===== src/rtl/fan_pwm_pkg.sv =====
package fan_pwm_pkg;
  localparam logic [1:0] ADDR_CFG   = 2'd0;
  localparam logic [1:0] ADDR_SET   = 2'd1;
  localparam logic [1:0] ADDR_FORCE = 2'd2;
  localparam logic [1:0] ADDR_DIV   = 2'd3;

  localparam int CFG_FORCE = 6;
  localparam int CFG_PROG  = 5;
  localparam int CFG_INV   = 4;
  localparam int CFG_SLOW  = 3;
  localparam int CFG_OVR   = 2;

  localparam logic [7:0] CFG_RESET = 8'h20;
  localparam logic [7:0] CFG_MASK  = 8'h7F;

  typedef enum logic [1:0] {
    SRC_FAST = 2'd0,
    SRC_SLOW = 2'd1,
    SRC_DIV  = 2'd2
  } tick_src_e;
endpackage


===== src/rtl/fan_cfg_regs.sv =====
module fan_cfg_regs
  import fan_pwm_pkg::*;
#(
  parameter int DW = 8
) (
  input  logic          clk,
  input  logic          rst_n,
  input  logic          reg_wr,
  input  logic [1:0]    reg_addr,
  input  logic [DW-1:0] reg_wdata,
  output logic [DW-1:0] reg_rdata,
  output logic [DW-1:0] cfg_q,
  output logic [DW-1:0] set_q,
  output logic [DW-1:0] force_q,
  output logic [DW-1:0] div_q
);
  logic [DW-1:0] cfg_d, set_d, force_d, div_d;

  always_comb begin
    cfg_d   = cfg_q;
    set_d   = set_q;
    force_d = force_q;
    div_d   = div_q;
    if (reg_wr) begin
      case (reg_addr)
        ADDR_CFG:   cfg_d = reg_wdata & DW'(CFG_MASK);
        ADDR_SET:   if (cfg_q[CFG_PROG]) set_d = reg_wdata;
        ADDR_FORCE: force_d = reg_wdata;
        default:    div_d = reg_wdata;
      endcase
    end
  end

  always_ff @(posedge clk or negedge rst_n) begin
    if (!rst_n) begin
      cfg_q   <= DW'(CFG_RESET);
      set_q   <= '0;
      force_q <= '0;
      div_q   <= '0;
    end else begin
      cfg_q   <= cfg_d;
      set_q   <= set_d;
      force_q <= force_d;
      div_q   <= div_d;
    end
  end

  always_comb begin
    case (reg_addr)
      ADDR_CFG:   reg_rdata = cfg_q;
      ADDR_SET:   reg_rdata = set_q;
      ADDR_FORCE: reg_rdata = force_q;
      default:    reg_rdata = div_q;
    endcase
  end
endmodule


===== src/rtl/fan_tick_gen.sv =====
module fan_tick_gen
  import fan_pwm_pkg::*;
#(
  parameter int FAST_DIV = 4,
  parameter int SLOW_DIV = 12,
  parameter int DW       = 8
) (
  input  logic          clk,
  input  logic          rst_n,
  input  tick_src_e     src,
  input  logic [DW-1:0] div_val,
  output logic          tick
);
  localparam int FW = (FAST_DIV > 1) ? $clog2(FAST_DIV) : 1;
  localparam int SW = (SLOW_DIV > 1) ? $clog2(SLOW_DIV) : 1;
  localparam logic [FW-1:0] FAST_LAST = FW'(FAST_DIV - 1);
  localparam logic [SW-1:0] SLOW_LAST = SW'(SLOW_DIV - 1);

  logic [FW-1:0] fast_q, fast_d;
  logic [SW-1:0] slow_q, slow_d;
  logic [DW-1:0] dcnt_q, dcnt_d;
  logic [DW-1:0] div_last;
  logic          fast_tick, slow_tick, div_tick;

  assign fast_tick = (fast_q == FAST_LAST);
  assign slow_tick = (slow_q == SLOW_LAST);
  assign div_last  = (div_val == '0) ? '0 : div_val - 1'b1;
  assign div_tick  = fast_tick && (dcnt_q >= div_last);

  always_comb begin
    fast_d = fast_tick ? '0 : fast_q + 1'b1;
    slow_d = slow_tick ? '0 : slow_q + 1'b1;
    dcnt_d = dcnt_q;
    if (fast_tick) dcnt_d = div_tick ? '0 : dcnt_q + 1'b1;
  end

  always_ff @(posedge clk or negedge rst_n) begin
    if (!rst_n) begin
      fast_q <= '0;
      slow_q <= '0;
      dcnt_q <= '0;
    end else begin
      fast_q <= fast_d;
      slow_q <= slow_d;
      dcnt_q <= dcnt_d;
    end
  end

  always_comb begin
    case (src)
      SRC_SLOW: tick = slow_tick;
      SRC_DIV:  tick = div_tick;
      default:  tick = fast_tick;
    endcase
  end
endmodule


===== src/rtl/fan_pwm_core.sv =====
module fan_pwm_core
  import fan_pwm_pkg::*;
#(
  parameter int CW = 6
) (
  input  logic          clk,
  input  logic          rst_n,
  input  logic          tick,
  input  logic [CW-1:0] duty_in,
  input  logic          invert,
  input  tick_src_e     src_req,
  output tick_src_e     src_q,
  output logic [CW-1:0] duty_q,
  output logic [CW-1:0] cnt_q,
  output logic          pwm_out
);
  logic          boundary;
  logic [CW-1:0] cnt_d, duty_d;
  tick_src_e     src_d;
  logic          raw, pwm_d;

  assign boundary = tick && (cnt_q == '1);

  always_comb begin
    cnt_d  = tick ? cnt_q + 1'b1 : cnt_q;
    duty_d = boundary ? duty_in : duty_q;
    src_d  = boundary ? src_req : src_q;
    raw    = (duty_q == '1) || (cnt_q < duty_q);
    pwm_d  = raw ^ invert;
  end

  always_ff @(posedge clk or negedge rst_n) begin
    if (!rst_n) begin
      cnt_q   <= '0;
      duty_q  <= '0;
      src_q   <= SRC_FAST;
      pwm_out <= 1'b0;
    end else begin
      cnt_q   <= cnt_d;
      duty_q  <= duty_d;
      src_q   <= src_d;
      pwm_out <= pwm_d;
    end
  end
endmodule


===== src/rtl/fan_pwm_ctrl.sv =====
module fan_pwm_ctrl
  import fan_pwm_pkg::*;
#(
  parameter int FAST_DIV = 4,
  parameter int SLOW_DIV = 12,
  parameter int DW       = 8,
  parameter int CW       = 6
) (
  input  logic          clk,
  input  logic          rst_n,
  input  logic          reg_wr,
  input  logic [1:0]    reg_addr,
  input  logic [DW-1:0] reg_wdata,
  output logic [DW-1:0] reg_rdata,
  input  logic [DW-1:0] meas_temp,
  input  logic [DW-1:0] lut_duty,
  output logic [DW-1:0] lut_index,
  output logic [DW-1:0] limit_temp,
  output logic          pwm_out
);
  logic [DW-1:0] cfg_q, set_q, force_q, div_q;
  logic [CW-1:0] duty_sel, duty_q, cnt_q;
  logic          base_tick;
  tick_src_e     src_req, src_q;

  fan_cfg_regs #(.DW(DW)) u_regs (
    .clk(clk), .rst_n(rst_n), .reg_wr(reg_wr), .reg_addr(reg_addr),
    .reg_wdata(reg_wdata), .reg_rdata(reg_rdata), .cfg_q(cfg_q),
    .set_q(set_q), .force_q(force_q), .div_q(div_q)
  );

  always_comb begin
    if (cfg_q[CFG_OVR])       src_req = SRC_DIV;
    else if (cfg_q[CFG_SLOW]) src_req = SRC_SLOW;
    else                      src_req = SRC_FAST;
    duty_sel   = cfg_q[CFG_PROG] ? set_q[DW-1 -: CW] : lut_duty[DW-1 -: CW];
    lut_index  = (!cfg_q[CFG_PROG] && cfg_q[CFG_FORCE]) ? force_q : meas_temp;
    limit_temp = meas_temp;
  end

  fan_tick_gen #(.FAST_DIV(FAST_DIV), .SLOW_DIV(SLOW_DIV), .DW(DW)) u_tick (
    .clk(clk), .rst_n(rst_n), .src(src_q), .div_val(div_q), .tick(base_tick)
  );

  fan_pwm_core #(.CW(CW)) u_core (
    .clk(clk), .rst_n(rst_n), .tick(base_tick), .duty_in(duty_sel),
    .invert(cfg_q[CFG_INV]), .src_req(src_req), .src_q(src_q),
    .duty_q(duty_q), .cnt_q(cnt_q), .pwm_out(pwm_out)
  );
endmodule


===== config.mk =====
export PLATFORM = sky130hd
export DESIGN_NAME = fan_pwm_ctrl
export DESIGN_NICKNAME = d
export VERILOG_FILES = /design/src/rtl/fan_pwm_pkg.sv /design/src/rtl/fan_cfg_regs.sv /design/src/rtl/fan_tick_gen.sv /design/src/rtl/fan_pwm_core.sv /design/src/rtl/fan_pwm_ctrl.sv
export SDC_FILE = /design/constraint.sdc
export NUM_CORES = 1
export LEC_CHECK = 0
export BUFFER_PORTS_ARGS = -buffer_cell sky130_fd_sc_hd__buf_2
export CORE_MARGIN = 2
export CORE_UTILIZATION = 40
export DETAILED_ROUTE_END_ITERATION = 7
export HOLD_SLACK_MARGIN = 0.15
export PLACE_DENSITY = 0.69
export SKIP_LAST_GASP = 1
export SLEW_MARGIN = 10
export SYNTH_ARGS = -nofsm -noshare
export SYNTH_HDL_FRONTEND = slang
export SYNTH_SLANG_ARGS = --single-unit

===== constraint.sdc =====
create_clock -name clk -period 3.55 [get_ports clk]
set_clock_uncertainty 0.05 [all_clocks]
set_input_delay 0.355 -clock clk [delete_from_list [all_inputs] [get_ports clk]]
set_output_delay 0.355 -clock clk [all_outputs]
set_load 0.02 [all_outputs]

Yosys cells after proc, flatten, opt, wreduce, memory -nomap -nowiden
Cells that the tools add are included.
{ "classes": {"add_sub_neg": 5, "mul": 0, "n_div": 0, "magnitude_cmp": 2, "n_eq_ne": 8, "shift": 0, "n_mux": 10, "n_bitwise": 2, "n_reduce_logical": 12} }
{ "ops": {"columns": ["op", "count"], "rows": [
  ["$mux 8", 3],
  ["$pmux 8 s3", 1],
  ["$eq 6x6->1 const B", 2],
  ["$add 8x1->8 const B", 1],
  ["$ge 8x8->1", 1],
  ["$logic_not 8->1", 1],
  ["$sub 8x1->8 const B", 1],
  ["$add 6x1->6 const B", 1],
  ["$eq 2x2->1 const B", 3],
  ["$lt 6x6->1", 1],
  ["$mux 6", 1],
  ["$reduce_and 2->1", 3],
  ["$add 4x1->4 const B", 1],
  ["$eq 2x1->1 const B", 2],
  ["$eq 4x4->1 const B", 1],
  ["$mux 2", 2],
  ["$mux 4", 1],
  ["$logic_and 1x1->1", 3],
  ["$reduce_and 3->1", 1],
  ["$reduce_or 3->1", 1],
  ["$add 2x1->2 const B", 1],
  ["$logic_not 2->1", 1],
  ["$pmux 1 s2", 1],
  ["$logic_not 1->1", 1],
  ["other kinds (4)", 4]
]} }
{ "totals": {"register_bits": 60, "latch_bits": 0, "ramBits": 0, "rom_bits": 0, "input_bits": 29, "output_inout_bits": 25, "elab_cells": 50, "memories": 0} }

Depth between registers and ports, before layout
Gate-level depths: netlist of the first run.
{ "depth": {"ltp_word": 6, "mapped_depth": 11, "depth_no_buf": 11} }

Modules after synthesis
Synthesis of the first run repeated with hierarchy kept, for this count alone.
{ "unflattened": {"hier_cells": 290, "hier_area_um2": 3448.3} }
{ "modules_own_cells": {"columns": ["module", "n_inst", "cells_per_inst", "area_each_um2", "seq_area_each_um2"], "rows": [
  ["fan_cfg_regs", 1, 80, 1400.1, 777.0],
  ["fan_tick_gen", 1, 114, 1006.0, 350.3],
  ["fan_pwm_core", 1, 70, 752.0, 375.4],
  ["fan_pwm_ctrl", 1, 26, 290.3, 0.0]
]} }

Worst setup path before layout of the first run
Ideal clock, no wire load.
{ "synth_timing": {"path_type": "flip-flop to flip-flop", "from": "register u_regs.div_q[3]", "to": "register u_core.duty_q[0]", "setup_time_ps": 125, "arrival_time_ps": 2813, "required_time_ps": 3375, "slack_ps": 562, "path_stages_with_launch": 11, "path_buffers": 0, "period_less_slack_ps": 2988, "path_cell_list": "dfrtp_1 -> nor3_1 -> nand3_1 -> nor3_1 -> mux2i_1 -> ha_1 -> and3_4 -> a211o_1 -> o221ai_4 -> a31oi_4 -> mux2_4"} }
{ "synth_between": {"elab_chain_len": 6, "word_cells_on_any_way": 7, "classes_between": "add/sub (1); order compare (1); mux (2); reduce/logical (3)"} }
{ "synth_lines": {"columns": ["item", "line_no", "text"], "rows": [
  ["start: declaration", "fan_cfg_regs.sv:15", "output logic [DW-1:0] div_q"],
  ["start signal: assignment", "fan_cfg_regs.sv:44", "div_q <= div_d;"],
  ["$sub 8x1->8 or $logic_not 8->1 (tied branches)", "fan_tick_gen.sv:27", "assign div_last = (div_val == '0) ? '0 : div_val - 1'b1;"],
  ["$mux 8 *", "fan_tick_gen.sv:27", null],
  ["$ge 8x8->1 *", "fan_tick_gen.sv:28", "assign div_tick = fast_tick && (dcnt_q >= div_last);"],
  ["$logic_and 1x1->1 *", "fan_tick_gen.sv:28", null],
  ["$pmux 1 s2 *", "fan_tick_gen.sv:50", "case (src)"],
  ["$logic_and 1x1->1 *", "fan_pwm_core.sv:22", "assign boundary = tick && (cnt_q == '1);"],
  ["end signal: assignment", "fan_pwm_core.sv:40", "duty_q <= duty_d;"],
  ["end: declaration", "fan_pwm_core.sv:13", "output logic [CW-1:0] duty_q,"]
]} }
Every way passes the cells marked *; elsewhere a longest branch is shown, timed or not.
A chain may end at the register's enable or synchronous reset.

Worst setup path in the final report of the first run
Ends and elaborated chain as after synthesis.

==> reports/results.tsv, run 1 <==
stage	metric	value	unit
detailed_routing	Detail Route Antenna Nets	0	
synth	fraction of registers with async set/reset	1.00	
timing	period utilisation layout	0.861	
flow_run	Max-Cap Viols	0	
timing	# setup viols final	0	
cts	# H-tree levels	3	
critical_path	Crit. End Element	flip-flop	
cts	# hold bufs at CTS	0	
synth	Primary FF master, synth	dfrtp_1	
timing	crit path time final	3.06	ns
cells_and_area	FF/Latch Area	1500	sq um
die	Starting Density	0.416	
cells_and_area	final core utilization	0.482	
power_and_ir_drop	switching share of total power	0.321	
cells_and_area	layout overhead on the synthesized area	15.7	%
detailed_routing	via density per instance	5.38	
cts	CTS Buffer Depth	2	
cts	clk_lat worst skew	0.34	ns
critical_path	worst flop-to-flop path startpoint	u_regs.div_q[3]$_DFFE_PN0P_	
power_and_ir_drop	internal power	1.43	mW
global_routing	first-pass GRT wire length	11900	um
timing	Max Clk Rate	327	MHz
synth	top-area cell type share of the netlist area	0.427	
power_and_ir_drop	combinational share of power	0.265	
die	DIE HEIGHT	96.9	um
hold_path	hold_sp	reg_wdata[0]	
cells_and_area	# diodes	0	
power_and_ir_drop	VDD IR-drop max	0.231	mV
critical_path	FF-to-FF End	u_core.duty_q[0]$_DFFE_PN0P_	
synth	count of synthesis-stage warnings from yosys	0	
synth	Syn Area/Cell	11.1	sq um
cells_and_area	design area	4000	sq um
synth	register area share after synthesis	0.435	
cells_and_area	ratio of cells with drive above 1 in the final layout	0.323	
critical_path	type of the worst setup path	reg -> reg	
global_routing	aggregate global-route resource usage	0.159	
status	status	finished clean	
synth	mapped cell area	3450	sq um
die	cell row count	33	
detailed_routing	DRC Markers	0	
global_routing	gr ovfl total	0	
detailed_routing	drt first pass iters	4	
synth	post-synthesis cell count	311	
hold_path	hold crit path type	in -> reg	
detailed_routing	DR vias	2545	
power_and_ir_drop	register share of total power	0.437	
synth	commonest cells in the netlist	dfrtp_1 (59), nand2_1 (40), mux2_2 (35), ha_1 (20), inv_1 (18)	
die	die width	96.9	um
global_routing	largest net degree at the start of global routing	50	
cells_and_area	area occupied by multi-input gates	1800	sq um
timing	unrepaired setup endpoints after global routing	false	
cts	CTS sink cnt	60	
cts	clk root buf	clkbuf_8	
cts	Post CTS Setup Buffer Count	0	
placed_design	Placer Congestion	0.856	
power_and_ir_drop	leak pwr	1.86	nW
synth	top post-synthesis cells by area	dfrtp_1 (43%), mux2_2 (11%), ha_1 (7.2%), mux4_2 (4.6%), nand2_1 (4.3%)	
synth	register bit total from synthesis	60	
timing	setup TNS	0	ns
synth	library cells used by synthesis	41	
timing	Slew headroom	0.545	
placed_design	Post-DP Area	3770	sq um
power_and_ir_drop	Clk pwr share	0.297	
placed_design	IO buf count	51	
critical_path	R2R cell count	10	
synth	most common cell in the netlist	dfrtp_1	
die	Ports	54	
global_routing	number of global-route vias before repair	2569	
synth	most area-hungry cell type in the Yosys netlist	dfrtp_1	
cells_and_area	Fill cells	752	
critical_path	worst reg2reg setup slack	0.49	ns
critical_path	critical path arrival	3.24	ns
cts	CTS tree	yes	
timing	Pins Over Slew Limit	0	
cts	Num CTS Buffers	9	
die	die area	9400	sq um
detailed_routing	final WL	7130	um
placed_design	Post-DP HPWL	5220	um
critical_path	CP Max Fanout	8	
detailed_routing	initial drt markers	105	
power_and_ir_drop	switching pwr	676	uW
cts	# resized after CTS	0	
synth	EDFF count, synth	0	
timing	Final Hold Vio Count	0	
power_and_ir_drop	Cell Pwr Density	527	nW/um^2
critical_path	Critical Path Sink	u_core.duty_q[0]$_DFFE_PN0P_	
cts	register clock-pin slew on the reported worst setup and hold paths	0.07	ns
detailed_routing	Routed WL per cell	15.1	um
synth	syn nets	360	
global_routing	initial antenna violation count	0	
critical_path	Critical path origin	u_regs.div_q[3]$_DFFE_PN0P_	
critical_path	Worst EP required	3.73	ns
timing	Worst-Margin Slew	0.679	ns
critical_path	CP Launch Type	flip-flop	
cells_and_area	Final #Nets	412	
die	core area	8300	sq um
==> power groups by stage <==
stage	registers [mW]	clock network (mW)	logic (mW)
2_1_floorplan	0.884	0	0.432
3_3_place_gp	0.927	0	0.535
3_5_place_dp	0.931	0	0.555
4_1_cts	0.918	0.643	0.562
5_1_grt	0.937	0.675	0.622
6_report	0.920	0.626	0.559
==> routing by layer <==
| layer | share of wire | global-route usage |
|---|---|---|
| met3 | 0.041 | 0.0549 |
| met5 | 0 | 0 |
| met2 | 0.49 | 0.254 |
| met4 | 0.020 | 0.0596 |
| met1 | 0.44 | 0.199 |
==> sequential cells by signal, indices dropped and copies added, names as in the netlist, 2 cells and up <==
| register | flops |
|---|---|
| u_tick.dcnt_q | 8 |
| u_regs.cfg_q | 7 |
| u_core.src_q | 2 |
| u_tick.slow_q | 4 |
| u_core.cnt_q | 6 |
| u_tick.fast_q | 2 |
| u_regs.set_q | 8 |
| u_regs.div_q | 8 |
| u_regs.force_q | 8 |
| u_core.duty_q | 6 |
==> area by class of cell <==
type,instances,area share
inverters,18,0.0169
clock buffers,14,0.0407
clock inverters,2,0.00876
repair buffers,55,0.0751
multi-input cells,219,0.450
well taps,105,0.0329
flip-flops and latches,60,0.376
==> worst max-delay path: stages, from the launching register on <==
cell	delay, ns
dfrtp_1	0.43
nor3_1	0.26
nand3_1	0.16
nor3_1	0.21
mux2i_1	0.23
ha_1	0.27
and3_4	0.18
a211o_1	0.32
o221ai_4	0.26
a31oi_4	0.23
mux2_4	0.35
==> through the flow <==
step / setup slack [ns] / hold WS [ns] / total power, mW / cells
after floorplan: 0.562 / 0.00941 / 1.32 / 311
after global placement: 0.546 / 0.364 / 1.46 / 455
after detailed placement: 0.508 / 0.369 / 1.49 / 455
after CTS: 0.480 / 0.201 / 2.12 / 471
after global routing: 0.269 / 0.213 / 2.23 / 473
final: 0.494 / 0.238 / 2.11 / 473
==> worst min path at each step <==
stage / endpoint / slack [ns] / cells past startpoint
after floorplan: u_core.cnt_q[0]$_DFFE_PN0P_ / 0.009 / 0
after global placement: u_tick.fast_q[0]$_DFF_PN0_ / 0.36 / 1
after detailed placement: u_tick.fast_q[0]$_DFF_PN0_ / 0.37 / 1
after CTS: u_tick.fast_q[1]$_DFF_PN0_ / 0.20 / 1
after global routing: u_regs.set_q[7]$_DFFE_PN0P_ / 0.21 / 2
final: u_regs.force_q[0]$_DFFE_PN0P_ / 0.24 / 2
==> cells by family (layout without fill, tap and decap cells) <==
logic type / count (synthesis) / count (layout) / synth area share
multiplexers: 58 / 58 / 0.209
flip-flops: 60 / 60 / 0.435
AND/OR/NAND/NOR: 93 / 93 / 0.131
adder cells (fa/ha/maj): 20 / 20 / 0.0724
buffers and inverters: 32 / 89 / 0.0445
XOR/XNOR: 13 / 13 / 0.0330
AO/OA/AOI/OAI: 35 / 35 / 0.0750
==> cells in the final DEF, fill, tap and decap left out, types with 10 or more instances in the layout <==
cell type  netlist  final
dfrtp_1         59     59
clkbuf_8         0     11
ha_1            20     20
mux2i_1         14     14
a21oi_1         11     11
inv_1           18     18
buf_2            3     51
mux2_2          35     35
nor2_1          11     11
nand3_1         10     10
nand2_1         40     40
Power figures use the tool's default switching activity.
==> run 2, diff against run 1 <==
--- a/config.mk
+++ b/config.mk
@@ -5,12 +5,12 @@
 export SDC_FILE = /design/constraint.sdc
 export NUM_CORES = 1
 export LEC_CHECK = 0
-export BUFFER_PORTS_ARGS = -buffer_cell sky130_fd_sc_hd__buf_2
-export CORE_MARGIN = 2
+export BUFFER_PORTS_ARGS = -buffer_cell sky130_fd_sc_hd__clkbuf_2
+export CORE_MARGIN = 10
 export CORE_UTILIZATION = 40
 export DETAILED_ROUTE_END_ITERATION = 7
 export HOLD_SLACK_MARGIN = 0.15
-export PLACE_DENSITY = 0.69
+export PLACE_DENSITY = 0.6
 export SKIP_LAST_GASP = 1
 export SLEW_MARGIN = 10
 export SYNTH_ARGS = -nofsm -noshare
==> run 2 against run 1 <==
  * Non-clock buffer count shrank 2
  * Critical endpoint is now u_core.src_q[1]$_DFFE_PN0P_
  * Via count down 3.9%
  * Count of clock-buffer cells in the layout down 3
  * Total power fell by 4.9%
  * Worst hold slack got worse by 0.11 ns
  * Die area grew 36%
  * Routed wire length up 4.9%
  * Global-route usage decreased by 3.8 points
  * Setup slack worse by 0.057 ns
  * Core utilization is 0.72 points lower
  * Clock power decreased by 16%
==> reports/results.tsv, run 2 (synthesized netlist as in run 1, its figures left out) <==
stage	metric	value	unit
status	status	finished clean	
cells_and_area	ratio of cells with drive above 1 in the final layout	0.326	
timing	# setup viols final	0	
cts	clk root buf	clkbuf_8	
global_routing	first-pass GRT wire length	12700	um
cts	# H-tree levels	3	
power_and_ir_drop	Tot Pwr	2.00	mW
detailed_routing	Routed WL per cell	15.9	um
global_routing	aggregate global-route resource usage	0.121	
placed_design	Placer Congestion	0.807	
detailed_routing	Detail Route Antenna Nets	0	
die	DIE HEIGHT	113	um
power_and_ir_drop	switching share of total power	0.337	
hold_path	hold crit path type	in -> async	
power_and_ir_drop	internal power	1.33	mW
power_and_ir_drop	leak pwr	1.84	nW
die	die area	12800	sq um
critical_path	critical path arrival	3.29	ns
critical_path	type of the worst setup path	reg -> reg	
cells_and_area	# diodes	0	
timing	Worst-Margin Slew	0.995	ns
cells_and_area	layout overhead on the synthesized area	14.0	%
cts	Post CTS Setup Buffer Count	0	
die	die width	113	um
cts	CTS sink cnt	60	
cts	# resized after CTS	0	
die	core area	8300	sq um
die	Starting Density	0.416	
power_and_ir_drop	Clk pwr share	0.263	
detailed_routing	initial drt markers	109	
cts	register clock-pin slew on the reported worst setup and hold paths	0.07	ns
timing	Final Hold Vio Count	0	
power_and_ir_drop	Cell Pwr Density	508	nW/um^2
die	Ports	54	
cells_and_area	most common cell after layout, fill and taps aside	dfrtp_1	
power_and_ir_drop	switching pwr	674	uW
timing	Max Clk Rate	321	MHz
cts	clk_lat worst skew	0.33	ns
critical_path	CP Max Fanout	8	
critical_path	Worst EP required	3.72	ns
critical_path	CP Launch Type	flip-flop	
power_and_ir_drop	register share of total power	0.460	
detailed_routing	DR vias	2447	
timing	period utilisation layout	0.877	
timing	setup TNS	0	ns
detailed_routing	DRC Markers	0	
global_routing	gr ovfl total	0	
detailed_routing	drt first pass iters	4	
cts	CTS Buffer Depth	2	
global_routing	initial antenna violation count	0	
timing	Slew headroom	0.337	
cts	CTS tree	yes	
cts	Num CTS Buffers	9	
cells_and_area	most frequent cells in the layout	dfrtp_1 (59), clkbuf_2 (51), nand2_1 (40), mux2_2 (35), ha_1 (20)	
cells_and_area	area occupied by multi-input gates	1800	sq um
timing	Pins Over Slew Limit	0	
cells_and_area	Fill cells	782	
cts	# hold bufs at CTS	0	
placed_design	IO buf count	51	
cells_and_area	FF/Latch Area	1500	sq um
timing	unrepaired setup endpoints after global routing	false	
die	cell row count	33	
power_and_ir_drop	VDD IR-drop max	0.310	mV
timing	crit path time final	3.11	ns
global_routing	number of global-route vias before repair	2582	
cells_and_area	Final #Nets	410	
placed_design	Post-DP HPWL	5770	um
detailed_routing	final WL	7480	um
power_and_ir_drop	combinational share of power	0.277	
global_routing	largest net degree at the start of global routing	41	
critical_path	worst reg2reg setup slack	0.44	ns
flow_run	Max-Cap Viols	0	
critical_path	Crit. End Element	flip-flop	
detailed_routing	via density per instance	5.21	
-- run 2: cell types whose count changed in the layout (fill, tap and decap cells not counted) --
cell,delta
clkinv_2,+1
buf_12,-1
clkbuf_8,-1
buf_2,-51
clkbuf_2,+51
bufinv_16,-1
clkinvlp_4,+1
clkbuf_1,-2
clkinv_4,+1
dlygate4sd3_1,-1
-- run 2: layout make-up --
class | instances | area share
Multi-Input combinational cell | 219 | 0.457
Clock inverter | 4 | 0.00667
Tap cell | 105 | 0.0334
Sequential cell | 60 | 0.382
Clock buffer | 11 | 0.0359
Inverter | 18 | 0.0172
Timing Repair Buffer | 53 | 0.0686
-- run 2: critical path, cell delays in order (launching register included) --
cell	delay, ns
dfrtp_1	0.43
nor3_1	0.27
nand3_1	0.16
nor3_1	0.23
mux2i_1	0.24
ha_1	0.28
and3_4	0.19
a211o_1	0.32
o221ai_4	0.27
a31oi_4	0.23
mux2_4	0.35
-- run 2: final timing paths --
kind	from	to	depth (start not counted)
worst max register to register	u_regs.div_q[3]$_DFFE_PN0P_	u_core.src_q[1]$_DFFE_PN0P_	10
worst max-delay path	u_regs.div_q[3]$_DFFE_PN0P_	u_core.src_q[1]$_DFFE_PN0P_	10
max in group asynchronous	rst_n	u_regs.force_q[3]$_DFFE_PN0P_	2
worst min-delay path	rst_n	u_tick.slow_q[2]$_DFF_PN0_	1
worst min register to register	u_tick.fast_q[0]$_DFF_PN0_	u_tick.fast_q[0]$_DFF_PN0_	1
min in group clk	reg_wdata[7]	u_regs.set_q[7]$_DFFE_PN0P_	2
-- run 2: per-layer routing --
metal  vias to the layer above  global-route usage  part of all wire
met1                      1189               0.144              0.45
li1                       1209                   -                 -
met3                        10              0.0306             0.031
met2                        39               0.202              0.50
met4                         0              0.0533             0.019
met5                         -                   0                 0
-- run 2: metrics by stage --
stage          cell area [sq um]  utilization  hold WS (ns)  instances  setup slack, ns
6_report                    3940        0.474         0.129        470            0.436
5_1_grt                     3940        0.474         0.182        470            0.224
4_1_cts                     3940        0.474         0.157        470            0.425
3_5_place_dp                3770        0.454         0.378        455            0.456
3_3_place_gp                3770        0.454         0.364        455            0.507
2_1_floorplan               3450            -       0.00941        311            0.562
-- run 2: power groups by stage --
stage	Combinational [mW]	Sequential, mW	Clock, mW
floorplan	0.432	0.884	0
global placement	0.544	0.930	0
detailed placement	0.561	0.933	0
CTS	0.564	0.920	0.551
global route	0.624	0.941	0.575
finish	0.554	0.921	0.527
